==> src/rtl/tmr_pkg.sv <==
package tmr_pkg;
  typedef enum logic [1:0] {
    MODE_TIMER   = 2'd0,
    MODE_PWM     = 2'd1,
    MODE_CAPTURE = 2'd2,
    MODE_SPARE   = 2'd3
  } tmr_mode_e;

  localparam int ADDR_W = 3;
  localparam logic [ADDR_W-1:0] A_CTRL   = 3'd0;
  localparam logic [ADDR_W-1:0] A_STATUS = 3'd1;
  localparam logic [ADDR_W-1:0] A_COUNT  = 3'd2;
  localparam logic [ADDR_W-1:0] A_PERIOD = 3'd3;
  localparam logic [ADDR_W-1:0] A_DUTY   = 3'd4;

  localparam int CTRL_W    = 8;
  localparam int B_EN      = 0;
  localparam int B_MODE_LO = 1;
  localparam int B_PSC_LO  = 3;
  localparam int B_OVF_IE  = 6;
  localparam int B_CAP_IE  = 7;
endpackage

==> src/rtl/tmr_prescale.sv <==
module tmr_prescale #(
  parameter int CODE_W = 3
) (
  input  logic              clk,
  input  logic              rst,
  input  logic              clr,
  input  logic              evt,
  input  logic [CODE_W-1:0] code,
  output logic              tick
);
  localparam int DIV_W = (1 << CODE_W) - 1;

  logic [DIV_W-1:0] div_q;
  logic [DIV_W-1:0] mask;

  assign mask = ~({DIV_W{1'b1}} << code);
  assign tick = evt && !clr && ((div_q & mask) == mask);

  always_ff @(posedge clk) begin
    if (rst || clr) div_q <= '0;
    else if (evt)   div_q <= div_q + 1'b1;
  end
endmodule

==> src/rtl/tmr_capsync.sv <==
module tmr_capsync #(
  parameter int STAGES = 2
) (
  input  logic clk,
  input  logic rst,
  input  logic async_in,
  output logic rise
);
  logic [STAGES:0] sh_q;

  always_ff @(posedge clk) begin
    if (rst) sh_q <= '0;
    else     sh_q <= {sh_q[STAGES-1:0], async_in};
  end

  assign rise = sh_q[STAGES-1] && !sh_q[STAGES];
endmodule

==> src/rtl/tmr_pwm.sv <==
module tmr_pwm #(
  parameter int CW = 16
) (
  input  logic          clk,
  input  logic          rst,
  input  logic          active,
  input  logic [CW-1:0] count,
  input  logic [CW-1:0] duty,
  output logic          pwm
);
  always_ff @(posedge clk) begin
    if (rst) pwm <= 1'b0;
    else     pwm <= active && (count < duty);
  end
endmodule

==> src/rtl/pwm_cap_timer.sv <==
module pwm_cap_timer
  import tmr_pkg::*;
#(
  parameter int CW     = 16,
  parameter int CODE_W = 3
) (
  input  logic              clk,
  input  logic              rst,
  input  logic              wr_en,
  input  logic [ADDR_W-1:0] addr,
  input  logic [CW-1:0]     wdata,
  output logic [CW-1:0]     rdata,
  input  logic              cnt_evt,
  input  logic              cap_in,
  output logic              pwm_out,
  output logic              irq
);
  localparam int MODE_HI = B_MODE_LO + 1;
  localparam int PSC_HI  = B_PSC_LO + CODE_W - 1;

  logic [CTRL_W-1:0] ctrl_q;
  logic [CW-1:0]     count_q, period_q, duty_q, rdata_q;
  logic              ovf_pend_q, cap_pend_q, irq_q;

  logic ctrl_wr, stat_wr, cnt_wr, per_wr, duty_wr;
  assign ctrl_wr = wr_en && (addr == A_CTRL);
  assign stat_wr = wr_en && (addr == A_STATUS);
  assign cnt_wr  = wr_en && (addr == A_COUNT);
  assign per_wr  = wr_en && (addr == A_PERIOD);
  assign duty_wr = wr_en && (addr == A_DUTY);

  logic              en, ovf_ie, cap_ie;
  tmr_mode_e         mode;
  logic [CODE_W-1:0] psc_code;
  assign en       = ctrl_q[B_EN];
  assign mode     = tmr_mode_e'(ctrl_q[MODE_HI:B_MODE_LO]);
  assign psc_code = ctrl_q[PSC_HI:B_PSC_LO];
  assign ovf_ie   = ctrl_q[B_OVF_IE];
  assign cap_ie   = ctrl_q[B_CAP_IE];

  logic pwm_active, cap_active;
  assign pwm_active = en && (mode == MODE_PWM);
  assign cap_active = en && (mode == MODE_CAPTURE);

  logic psc_clr, tick, cap_rise, wrap, cap_take;
  assign psc_clr  = !en || (ctrl_wr && (wdata[PSC_HI:B_PSC_LO] != psc_code));
  assign wrap     = en && tick && (count_q == period_q) && !cnt_wr;
  assign cap_take = cap_active && cap_rise;

  tmr_prescale #(.CODE_W(CODE_W)) u_psc (
    .clk (clk),
    .rst (rst),
    .clr (psc_clr),
    .evt (cnt_evt),
    .code(psc_code),
    .tick(tick)
  );

  tmr_capsync #(.STAGES(2)) u_sync (
    .clk     (clk),
    .rst     (rst),
    .async_in(cap_in),
    .rise    (cap_rise)
  );

  tmr_pwm #(.CW(CW)) u_pwm (
    .clk   (clk),
    .rst   (rst),
    .active(pwm_active),
    .count (count_q),
    .duty  (duty_q),
    .pwm   (pwm_out)
  );

  always_ff @(posedge clk) begin
    if (rst) begin
      ctrl_q   <= '0;
      period_q <= '1;
    end else begin
      if (ctrl_wr) ctrl_q   <= wdata[CTRL_W-1:0];
      if (per_wr)  period_q <= wdata;
    end
  end

  always_ff @(posedge clk) begin
    if (rst)                 count_q <= '0;
    else if (cnt_wr)         count_q <= wdata;
    else if (wrap)           count_q <= '0;
    else if (en && tick)     count_q <= count_q + 1'b1;
  end

  always_ff @(posedge clk) begin
    if (rst)           duty_q <= '0;
    else if (cap_take) duty_q <= count_q;
    else if (duty_wr)  duty_q <= wdata;
  end

  always_ff @(posedge clk) begin
    if (rst) begin
      ovf_pend_q <= 1'b0;
      cap_pend_q <= 1'b0;
    end else begin
      ovf_pend_q <= wrap     || (ovf_pend_q && !(stat_wr && !wdata[0]));
      cap_pend_q <= cap_take || (cap_pend_q && !(stat_wr && !wdata[1]));
    end
  end

  always_ff @(posedge clk) begin
    if (rst) irq_q <= 1'b0;
    else     irq_q <= (ovf_pend_q && ovf_ie) || (cap_pend_q && cap_ie);
  end

  always_ff @(posedge clk) begin
    if (rst) rdata_q <= '0;
    else begin
      unique case (addr)
        A_CTRL:   rdata_q <= CW'(ctrl_q);
        A_STATUS: rdata_q <= CW'({cap_pend_q, ovf_pend_q});
        A_COUNT:  rdata_q <= count_q;
        A_DUTY:   rdata_q <= duty_q;
        default:  rdata_q <= '0;
      endcase
    end
  end

  assign rdata = rdata_q;
  assign irq   = irq_q;
endmodule

==> config.mk <==
export PLATFORM = sky130hd
export DESIGN_NAME = pwm_cap_timer
export DESIGN_NICKNAME = d
export VERILOG_FILES = /design/src/rtl/tmr_pkg.sv /design/src/rtl/tmr_prescale.sv /design/src/rtl/tmr_capsync.sv /design/src/rtl/tmr_pwm.sv /design/src/rtl/pwm_cap_timer.sv
export SDC_FILE = /design/constraint.sdc
export NUM_CORES = 1
export LEC_CHECK = 0
export BUFFER_PORTS_ARGS = -buffer_cell sky130_fd_sc_hd__buf_4
export CAP_MARGIN = 20
export CORE_UTILIZATION = 55
export CTS_BUF_LIST = sky130_fd_sc_hd__clkbuf_4
export DETAILED_ROUTE_END_ITERATION = 8
export PLACE_DENSITY = 0.75
export SLEW_MARGIN = 20
export SYNTH_ARGS = -nofsm -noshare
export SYNTH_HDL_FRONTEND = slang
export SYNTH_SLANG_ARGS = --single-unit
==> constraint.sdc <==
create_clock -name clk -period 5.45 [get_ports clk]
set_clock_uncertainty 0.05 [all_clocks]
set_input_delay 0.545 -clock clk [delete_from_list [all_inputs] [get_ports clk]]
set_output_delay 0.545 -clock clk [all_outputs]
set_load 0.005 [all_outputs]
==> out/qor_table.md, run 1 <==
| Item | Reported |
| --- | --- |
| Number of hold-repair buffers added at the cts stage | 0 |
| Post-synthesis async set-or-reset flop share | 0 |
| Worst vdd ir | 0.117 mV |
| Hold Path Origin | cap_in |
| Via count | 3882 |
| Share of cells above drive strength 1 | 0.125 |
| Placer congestion estimate | 0.909 |
| Residual overflow from global routing | 0 |
| Number of design-rule violations left by the first detailed-router iteration | 242 |
| Critical register-to-register path startpoint | count_q[2]$_SDFFE_PP0P_ |
| Number of gates resized after cts | 0 |
| Clock slew at the register clock pins of the worst setup and hold paths | 140 ps |
| Gr usage total | 0.269 |
| Via density | 5.94 |
| Routed Antenna Nets | 0 |
| Final Max Tran Viols | 0 |
| Die area | 8520 sq um |
| Slew headroom | 0.258 |
| Vert. Die Dim | 92.3 um |
| Cell area after placement | 4760 sq um |
| Area added between synthesis and finish | 9.29% |
| Starting density of the core | 0.575 |
| Number of buffers on the longest clock path | 2 |
| Transition time at the pin with the least slew margin | 1110 ps |
| Leak pwr | 1.88 nW |
| Placeable core area | 7810 sq um |
| Share of total power in sequential cells | 0.565 |
| Cells along the critical path | buf_4 > nor2b_1 > and3b_1 > mux2i_1 > a211oi_1 |
| Top FF cell, synth | dfxtp_1 |
| Pin count of the biggest net entering global routing | 62 |
| Worst min-delay path class | in -> reg |
| Detailed-placement wirelength estimate | 7650 um |
| Cell area power density | 242 nW/um^2 |
| Ant. Diodes | 0 |
| Later-pin clock latency in the skew report | 460 ps |
| Global-route wire length before repair | 17900 um |
| Design Power | 1.18 mW |
| Part of the total power dissipated in the clock network | 0.332 |
| Number of antenna violations at the first check in global routing | 0 |
| Clock sink count | 86 |
| Critical Path Start Type | input port |
| Post-layout instance area | 4900 sq um |
| Warnings, synthesis | 0 |
| Routed WL per cell | 16.7 um |
| Max Fclk | 375 MHz |
| Critical setup path kind | in -> reg |
| Data required time of the worst path | 5700 ps |
| # Max-Cap Violations | 0 |
| Syn avg cell area | 8.42 sq um |
| Cell area after synthesis | 4490 sq um |
| Arr. time, crit path | 2920 ps |
| Htree depth | 3 |
| Number of distinct standard cells referenced by the synthesized netlist | 53 |
| Total of endpoints with negative setup slack in the final report | 0 |
| Detailed Routing Iterations Pass 1 | 5 |
| Via count of the first global-routing pass | 3614 |
| Number of buffers and inverters on the critical path | 1 |
| Final period util | 0.490 |
| FF+latch count, synth | 86 |
| Delay of the slowest cell on the worst path | 920 ps |
| Setup repair after global routing missed its margin | no |
| Tmin final | 2670 ps |
| Crit path capture type | register |
| Row count | 32 |
| Synth Instances | 533 |
| Final hold violations | 0 |
| Power dissipated by switching net loads | 0.341 mW |
| Combinational group share of total power | 0.104 |
| Clock tree from TritonCTS | done |
| Number of buffers added by the clock tree synthesis step | 9 |
| Boundary Pins | 42 |
| Setup TNS | 0 ps |
| Post-synthesis net count | 574 |
| Largest fanout of any net on the critical path | 17 |
| Post-CTS Setup Inserts | 0 |
| Width of the die | 92.3 um |
| Cell with the largest stage delay on the worst path | and3b_1 |
| Buffers on Ports | 41 |
| Number of remaining DRC errors | 0 |
| Critical path's top delay family | simple AND/OR/NAND/NOR gates |
| Total number of nets in the final design | 588 |
| Total detailed-routing wirelength | 10900 um |
| Core Util, Final | 0.628 |
| Status | complete, no violations |
| Count of flip-flops with a built-in enable after synthesis | 0 |
| Internal Power | 0.844 mW |
| Master cell of the clock root buffer | clkbuf_4 |
| Share of the yosys chip area belonging to registers | 0.384 |
| Worst setup path start | addr[2] |
| Net switching fraction of the power | 0.288 |
-- per-stage QoR --
| stage | hold slack, ps | worst slack [ps] | cells |
|---|---|---|---|
| floorplan | 364 | 3360 | 533 |
| global placement | 392 | 2390 | 638 |
| detailed placement | 400 | 2330 | 638 |
| CTS | 254 | 2810 | 654 |
| global route | 265 | 2610 | 654 |
| finish | 254 | 2780 | 654 |
-- logic make-up after synthesis --
| logic type | after synthesis | synth area share |
|---|---|---|
| AO/OA/AOI/OAI | 98 | 0.151 |
| XOR/XNOR | 33 | 0.0644 |
| adder cells (fa/ha/maj) | 17 | 0.0474 |
| buffers and inverters | 58 | 0.0547 |
| flip-flops | 86 | 0.384 |
| multiplexers | 25 | 0.0558 |
| AND/OR/NAND/NOR | 216 | 0.243 |
-- synth_stat cells (6+ instances only) --
library cell | instances | area, sq um
inv_1 | 19 | 71.3
ha_1 | 17 | 213
nand3_1 | 18 | 90.1
o21ai_0 | 6 | 30.0
xor2_1 | 17 | 149
buf_2 | 7 | 35.0
mux2i_1 | 25 | 250
nand3b_1 | 17 | 128
a211oi_1 | 19 | 143
clkbuf_1 | 27 | 101
a31oi_1 | 7 | 43.8
a22oi_1 | 9 | 67.6
a21oi_1 | 31 | 155
nand2_1 | 77 | 289
a22o_1 | 6 | 52.6
dfxtp_1 | 86 | 1720
nand4_1 | 13 | 81.3
nor2b_1 | 10 | 62.6
xnor2_1 | 16 | 140
nor2_1 | 58 | 218
-- layout make-up --
class	count	area [sq um]
fillers	675	2900
multi-input cells	389	2520
flip-flops and latches	86	1720
repair buffers	42	315
well taps	102	128
clock inverters	7	80.1
inverters	19	71.3
clock buffers	9	67.6
-- sequential cells by signal, summed over array words and instances, names as in the netlist --
name / flops
count_q: 16
u_sync.sh_q: 3
cap_pend_q: 1
irq: 1
period_q: 16
u_psc.div_q: 7
ctrl_q: 8
duty_q: 16
rdata: 16
ovf_pend_q: 1
u_pwm.pwm: 1
-- path summary, 6_finish.rpt --
kind                          endpoint  slack, ps  cells past startpoint
min reg2reg  u_sync.sh_q[1]$_SDFF_PP0_        410                      1
min          u_sync.sh_q[0]$_SDFF_PP0_        250                      2
max             duty_q[0]$_SDFFE_PP0P_       2780                      5
max reg2reg   count_q[13]$_SDFFE_PP0P_       3190                      6
-- layout by cell type, fill, tap and decap left out, drive strengths merged, types with 2 or more instances in the layout --
| master | instances |
|---|---|
| dfxtp | 86 |
| nand2 | 77 |
| nor2 | 58 |
| buf | 42 |
| a21oi | 32 |
| mux2i | 25 |
| inv | 22 |
| a211oi | 19 |
| nand3 | 18 |
| nand3b | 17 |
| xor2 | 17 |
| ha | 17 |
| xnor2 | 16 |
| nand4 | 14 |
| nor2b | 10 |
| o21ai | 10 |
| a22oi | 9 |
| clkbuf | 9 |
| a31oi | 8 |
| a22o | 6 |
| a21o | 4 |
| o31ai | 4 |
| and4 | 3 |
| and3 | 2 |
| nor3 | 2 |
| and3b | 2 |
| nand2b | 2 |
| nor3b | 2 |
| clkinvlp | 2 |
| nor4b | 2 |
| nor4 | 2 |
| a2111oi | 2 |
-- layer usage --
metal	wire length, um	track usage	vias to the layer above
met5	0	0	-
met4	255	0.108	0
met3	691	0.0525	22
met2	4980	0.425	145
met1	5020	0.359	1838
li1	-	-	1877
-- power by group through the flow --
| stage | Clock (mW) | Sequential (mW) | Combinational, mW |
|---|---|---|---|
| finish | 0.393 | 0.669 | 0.123 |
| CTS | 0.392 | 0.668 | 0.122 |
| detailed placement | 0 | 0.681 | 0.121 |
| global route | 0.419 | 0.671 | 0.135 |
| floorplan | 0 | 0.666 | 0.0912 |
| global placement | 0 | 0.681 | 0.118 |
(Power assumes the default switching activity.)
==> run 2, diff against run 1 <==
- clock period: 5.45 -> 2.5 ns (I/O delays scaled with it)
==> run 2 against run 1 <==
Against the previous run:
- worst setup slack lost 2500 ps
- largest cell class unchanged
- first-iteration DRC count grew 19%
- register-to-register slack lost 2900 ps
- count of clock-buffer cells in the layout is the same
- combinational power grew to 2.5 times the previous value
- sequential share of layout area shrank 1.3 points
- cell count grew 3.7%
- flip-flop and latch count is the same
- critical path depth grew 1
- clock power grew 110%
- critical endpoint is now count_q[13]$_SDFFE_PP0P_
==> out/qor_table.md, run 2 (synthesis results as in run 1) <==
| Item | Reported | Change |
| --- | --- | --- |
| Status | complete, no violations | unchanged |
| Leak pwr | 2.00 nW | was 1.88 nW |
| Number of buffers on the longest clock path | 2 | unchanged |
| Clock tree from TritonCTS | done | unchanged |
| Total detailed-routing wirelength | 11700 um | was 10900 um |
| Share of cells above drive strength 1 | 0.146 | was 0.125 |
| Number of remaining DRC errors | 0 | unchanged |
| Instance count along the most critical hold path | 3 | was 2 |
| Area added between synthesis and finish | 13.6% | was 9.29% |
| Final Max Tran Viols | 0 | unchanged |
| Cell count after placement | 653 | was 638 |
| Crit path capture type | register | unchanged |
| Pre-CTS worst setup slack | 373 ps | was 2330 ps |
| Delay of the slowest cell on the worst path | 600 ps | was 920 ps |
| Detailed Routing Iterations Pass 1 | 6 | was 5 |
| Part of the total power dissipated in the clock network | 0.321 | was 0.332 |
| Later-pin clock latency in the skew report | 450 ps | was 460 ps |
| Ant. Diodes | 0 | unchanged |
| Share of total power in sequential cells | 0.560 | was 0.565 |
| Placeable core area | 7810 sq um | unchanged |
| Number of buffers and inverters on the critical path | 0 | was 1 |
| Transition time at the pin with the least slew margin | 727 ps | was 1110 ps |
| Depth of the worst register-to-register path | 6 | unchanged |
| Total number of nets in the final design | 612 | was 588 |
| Row count | 32 | unchanged |
| Final period util | 0.881 |  |
| Number of design-rule violations left by the first detailed-router iteration | 289 | was 242 |
| Critical path's top delay family | simple AND/OR/NAND/NOR gates | unchanged |
| Die area | 8520 sq um | unchanged |
| Data required time of the worst path | 2800 ps | was 5700 ps |
| Setup repair after global routing missed its margin | no | unchanged |
| Cells along the critical path | nand3_1 > nor4_1 > nand4_1 > a21oi_1 > xor2_1 > a22o_1 | was buf_4 > nor2b_1 > and3b_1 > mux2i_1 > a211oi_1 |
| Critical Path Start Type | register | was input port |
| Commonest cells after routing, fill and taps aside | 86 x dfxtp_1, 77 x nand2_1, 58 x nor2_1 | unchanged |
| Worst min-delay path class | in -> reg | unchanged |
| Largest fanout of any net on the critical path | 9 | was 17 |
| Critical setup path kind | reg -> reg | was in -> reg |
| Pin count of the biggest net entering global routing | 62 | unchanged |
| Buffers on Ports | 41 | unchanged |
| Combinational group share of total power | 0.120 | was 0.104 |
| Via count | 3961 | was 3882 |
| Final hold violations | 0 | unchanged |
| Gr usage total | 0.290 | was 0.269 |
| Detailed-placement wirelength estimate | 8130 um | was 7650 um |
| Total number of cells along the worst setup path | 6 | was 5 |
| Smallest hold slack | 32.9 ps | was 254 ps |
| Leading cell type in the layout, fill and taps excluded | dfxtp_1 | unchanged |
| Setup TNS | 0 ps | unchanged |
| Power dissipated by switching net loads | 0.731 mW | was 0.341 mW |
| Number of antenna violations at the first check in global routing | 0 | unchanged |
| Routed WL per cell | 17.2 um | was 16.7 um |
| # Max-Cap Violations | 0 | unchanged |
| Number of buffers added by the clock tree synthesis step | 9 | unchanged |
| Max Fclk | 454 MHz |  |
| Routed Antenna Nets | 0 | unchanged |
| Total of endpoints with negative setup slack in the final report | 0 | unchanged |
| Net switching fraction of the power | 0.283 | was 0.288 |
| Via count of the first global-routing pass | 3746 | was 3614 |
| Residual overflow from global routing | 0 | unchanged |
| Via density | 5.84 | was 5.94 |
| Cell area power density | 506 nW/um^2 | was 242 nW/um^2 |
| Tmin final | 2200 ps |  |
| Global-route wire length before repair | 19000 um | was 17900 um |
| Final standard cell count with taps included and fillers excluded | 678 | was 654 |
| Vert. Die Dim | 92.3 um | unchanged |
| Placer congestion estimate | 0.926 | was 0.909 |
| Post-CTS Setup Inserts | 0 | unchanged |
| Slew headroom | 0.511 | was 0.258 |
| Number of gates resized after cts | 0 | unchanged |
| Clock sink count | 86 | unchanged |
| Arr. time, crit path | 2510 ps | was 2920 ps |
| Width of the die | 92.3 um | unchanged |
| Cell area after placement | 4870 sq um | was 4760 sq um |
| Worst setup slack after layout | 296 ps | was 2780 ps |
| Htree depth | 3 | unchanged |
| Post-layout instance area | 5100 sq um | was 4900 sq um |
| Internal Power | 1.85 mW | was 0.844 mW |
| Cell with the largest stage delay on the worst path | nor4_1 | was and3b_1 |
| Starting density of the core | 0.575 | unchanged |
| Clock slew at the register clock pins of the worst setup and hold paths | 140 ps | about the same |
| Worst vdd ir | 0.263 mV | was 0.117 mV |
| Boundary Pins | 42 | unchanged |
| Master cell of the clock root buffer | clkbuf_4 | unchanged |
run 2: layout make-up:
cell class	instances	area (sq um)
fill	662	2710
tap	102	128
clock inverter	7	72.6
sequential	86	1720
clock buffer	9	67.6
timing repair buffer	66	518
multi-input combinational	389	2520
inverter	19	71.3
run 2: repair_timing:
action / 4_1_cts / 5_1_grt
hold buffers: 9 / 0
hold endpoints to repair: 12 / 0
setup endpoints to repair: 0 / 0
run 2: worst min-delay path, cell delays in order:
cell and delay, ps:
buf_4 140, nand2_1 60, a21oi_1 50
run 2: power by group through the flow:
stage | logic, mW | clock network [mW] | registers (mW)
after global placement | 0.285 | 0 | 1.47
after detailed placement | 0.291 | 0 | 1.47
after CTS | 0.303 | 0.837 | 1.44
final | 0.309 | 0.828 | 1.44
after global routing | 0.335 | 0.889 | 1.45
after floorplan | 0.199 | 0 | 1.45
run 2: metrics by stage:
| stage | power (mW) | utilization |
|---|---|---|
| 2_1_floorplan | 1.65 | - |
| 3_3_place_gp | 1.76 | 0.624 |
| 3_5_place_dp | 1.76 | 0.624 |
| 4_1_cts | 2.58 | 0.653 |
| 5_1_grt | 2.67 | 0.653 |
| 6_report | 2.58 | 0.653 |
run 2: path summary, 6_finish.rpt:
path | startpoint | end | slack, ps
setup / recovery | count_q[0]$_SDFFE_PP0P_ | count_q[13]$_SDFFE_PP0P_ | 300
hold reg to reg | u_sync.sh_q[0]$_SDFF_PP0_ | u_sync.sh_q[1]$_SDFF_PP0_ | 410
setup reg to reg | count_q[0]$_SDFFE_PP0P_ | count_q[13]$_SDFFE_PP0P_ | 300
hold / removal | wdata[4] | ctrl_q[4]$_SDFFE_PP0P_ | 30
run 2: metal layers:
metal	track usage	routed length, um
met3	0.0419	894
met5	0	0
met1	0.387	5120
met2	0.460	5290
met4	0.138	348
==> run 3, diff against run 2 <==
- ABC_AREA: not set -> 1
- PLACE_DENSITY: 0.75 -> 0.74
==> run 3 against run 2 <==
Against the previous run:
- first-iteration DRC count is 11% higher
- cell count is 34% higher
- sequential share of layout area is 2.6 points lower
- register-to-register slack better by 240 ps
- routed wire length is 15% higher
- combinational power is 9.4% lower
- clock power is 6.0% higher
- design area is 8.3% higher
- critical path type unchanged
- die area is 9.3% higher
==> out/qor_table.md, run 3 <==
| Item | Reported | Change |
| --- | --- | --- |
| Status | complete, no violations | unchanged |
| Largest cells by area after synthesis | dfxtp_1 35%, nand2_1 16%, inv_1 8.8% | was dfxtp_1 38%, nand2_1 6.4%, mux2i_1 5.6% |
| Tmin final | 1960 ps | was 2200 ps |
| Detailed Routing Iterations Pass 1 | 5 | was 6 |
| Htree depth | 3 | unchanged |
| Placeable core area | 8680 sq um | was 7810 sq um |
| Top FF cell, synth | dfxtp_1 | unchanged |
| Master cell of the clock root buffer | clkbuf_4 | unchanged |
| Share of the yosys chip area belonging to registers | 0.350 | was 0.384 |
| Worst reg2reg endpoint | count_q[6]$_SDFFE_PP0P_ | was count_q[13]$_SDFFE_PP0P_ |
| Buffers on Ports | 41 | unchanged |
| Total of endpoints with negative setup slack in the final report | 0 | unchanged |
| Width of the die | 96.5 um | was 92.3 um |
| Vert. Die Dim | 96.5 um | was 92.3 um |
| # Max-Cap Violations | 0 | unchanged |
| Most common cell in the netlist | nand2_1 | was dfxtp_1 |
| FF+latch count, synth | 86 | unchanged |
| Number of distinct standard cells referenced by the synthesized netlist | 33 | was 53 |
| Row count | 34 | was 32 |
| Share of cells above drive strength 1 | 0.111 | was 0.146 |
| Max Fclk | 510 MHz | was 454 MHz |
| Slew headroom | 0.529 | was 0.511 |
| Core Util, Final | 0.636 | was 0.653 |
| Starting density of the core | 0.566 | was 0.575 |
| Via density | 5.44 | was 5.84 |
| Commonest cells after routing, fill and taps aside | 210 x nand2_1, 115 x inv_1, 91 x nor2_1 | was 86 x dfxtp_1, 77 x nand2_1, 58 x nor2_1 |
| Worst setup path start | count_q[0]$_SDFFE_PP0P_ | unchanged |
| Arr. time, crit path | 2220 ps | was 2510 ps |
| Count of flip-flops with a built-in enable after synthesis | 0 | unchanged |
| Pin count of the biggest net entering global routing | 46 | was 62 |
| Warnings, synthesis | 0 | unchanged |
| Post-synthesis net count | 797 | was 574 |
| Data required time of the worst path | 2760 ps | was 2800 ps |
| Ant. Diodes | 0 | unchanged |
| Top cell type's share of synthesized area | 0.350 | was 0.384 |
| Gr usage total | 0.308 | was 0.290 |
| Via count of the first global-routing pass | 4463 | was 3746 |
| Via count | 4956 | was 3961 |
| Routed Antenna Nets | 0 | unchanged |
| Crit path capture type | register | unchanged |
| Number of antenna violations at the first check in global routing | 0 | unchanged |
| Routed WL per cell | 14.7 um | was 17.2 um |
| Residual overflow from global routing | 0 | unchanged |
| Setup TNS | 0 ps | unchanged |
| Leading cell type in the layout, fill and taps excluded | nand2_1 | was dfxtp_1 |
| Leak pwr | 2.70 nW | was 2.00 nW |
| Register-to-register setup slack | 540 ps | was 300 ps |
| Worst vdd ir | 0.289 mV | was 0.263 mV |
| Post-layout instance area | 5520 sq um | was 5100 sq um |
| Most common library cells after synthesis | 210 x nand2_1, 115 x inv_1, 92 x nor2_1 | was 86 x dfxtp_1, 77 x nand2_1, 58 x nor2_1 |
| Clock tree from TritonCTS | done | unchanged |
| Number of remaining DRC errors | 0 | unchanged |
| Post-CTS Setup Inserts | 0 | unchanged |
| Clock sink count | 86 | unchanged |
| Hold Path Origin | wdata[13] | was wdata[4] |
| Area added between synthesis and finish | 12.4% | was 13.6% |
| Total number of nets in the final design | 839 | was 612 |
| Boundary Pins | 42 | unchanged |
| Setup repair after global routing missed its margin | no | unchanged |
| Total detailed-routing wirelength | 13400 um | was 11700 um |
| Final Max Tran Viols | 0 | unchanged |
| Later-pin clock latency in the skew report | 450 ps | about the same |
| Critical path destination | count_q[6]$_SDFFE_PP0P_ | was count_q[13]$_SDFFE_PP0P_ |
| Depth of the worst register-to-register path | 11 | was 6 |
| Critical setup path kind | reg -> reg | unchanged |
| Critical register-to-register path startpoint | count_q[0]$_SDFFE_PP0P_ | unchanged |
| Syn avg cell area | 6.50 sq um | was 8.42 sq um |
| Number of buffers added by the clock tree synthesis step | 9 | unchanged |
| Clock slew at the register clock pins of the worst setup and hold paths | 160 ps | was 140 ps |
| Worst min-delay path class | in -> reg | unchanged |
| Synth Instances | 756 | was 533 |
| Cell taking the most area after synthesis | dfxtp_1 | unchanged |
| Post-synthesis async set-or-reset flop share | 0 | unchanged |
| Design Power | 2.58 mW | about the same |
| Cell area after placement | 5310 sq um | was 4870 sq um |
| Largest fanout of any net on the critical path | 9 | unchanged |
| Final hold violations | 0 | unchanged |
| Placer congestion estimate | 0.994 | was 0.926 |
| Cell area after synthesis | 4910 sq um | was 4490 sq um |
| Critical Path Start Type | register | unchanged |
| Transition time at the pin with the least slew margin | 706 ps | was 727 ps |
| Detailed-placement wirelength estimate | 9790 um | was 8130 um |
| Die area | 9320 sq um | was 8520 sq um |
| Number of design-rule violations left by the first detailed-router iteration | 320 | was 289 |
| Number of buffers on the longest clock path | 2 | unchanged |
| Global-route wire length before repair | 21800 um | was 19000 um |
| Cell area power density | 468 nW/um^2 | was 506 nW/um^2 |
| Final period util | 0.785 | was 0.881 |
run 3: logic make-up (layout without fill, tap and decap cells):
| group | Yosys count | after routing | share of synthesized area |
|---|---|---|---|
| multiplexers | 1 | 1 | 0.00204 |
| adder cells (fa/ha/maj) | 17 | 17 | 0.0433 |
| AO/OA/AOI/OAI | 105 | 105 | 0.128 |
| AND/OR/NAND/NOR | 385 | 385 | 0.333 |
| flip-flops | 86 | 86 | 0.350 |
| buffers and inverters | 152 | 199 | 0.126 |
| XOR/XNOR | 10 | 10 | 0.0178 |
run 3: critical path, cell delays in order (launching register included):
cell and delay [ps]:
dfxtp_1 540, ha_1 290, nand2_1 110, inv_1 110
nand2_1 70, nor2_1 200, xor2_1 160, inv_1 50
nand4_1 80, inv_1 40, nor2_1 80, nor2_1 50
run 3: power breakdown:
group / leakage (nW) / switching [mW] / internal, mW
clock: 0.0838 / 0.549 / 0.329
combinational: 1.92 / 0.178 / 0.102
sequential: 0.697 / 0.0259 / 1.40
total: 2.70 / 0.753 / 1.83
run 3: area by class of cell:
class / count / area, sq um
Clock buffer: 9 / 67.6
Clock inverter: 7 / 85.1
Fill cell: 842 / 3160
Inverter: 121 / 454
Multi-Input combinational cell: 518 / 2580
Sequential cell: 86 / 1720
Tap cell: 108 / 135
Timing Repair Buffer: 62 / 480
run 3: per-stage QoR:
stage	setup slack [ps]	cells	hold slack (ps)
3_3_place_gp	541	889	360
2_1_floorplan	882	756	307
4_1_cts	577	910	0.0263
5_1_grt	304	911	0.283
3_5_place_dp	466	889	359
6_report	538	911	5.80
run 3: worst min path at each step:
stage	to	depth (start not counted)
floorplan	u_sync.sh_q[0]$_SDFF_PP0_	2
global placement	u_sync.sh_q[1]$_SDFF_PP0_	2
detailed placement	u_sync.sh_q[1]$_SDFF_PP0_	2
CTS	period_q[10]$_SDFFE_PP1P_	3
global route	period_q[8]$_SDFFE_PP1P_	3
finish	period_q[13]$_SDFFE_PP1P_	3
run 3: repair_timing:
action,CTS,global route
hold endpoints to repair,5,1
hold buffers,5,1
resized for setup,0,0
setup endpoints to repair,0,0
run 3: per-layer routing:
layer / vias up / GRT usage / wire (um) / part of all wire
li1: 2480 / - / - / -
met1: 2254 / 0.415 / 5920 / 0.44
met2: 195 / 0.487 / 6010 / 0.45
met3: 27 / 0.0649 / 1100 / 0.082
met4: 0 / 0.107 / 324 / 0.024
met5: - / 0 / 0 / 0
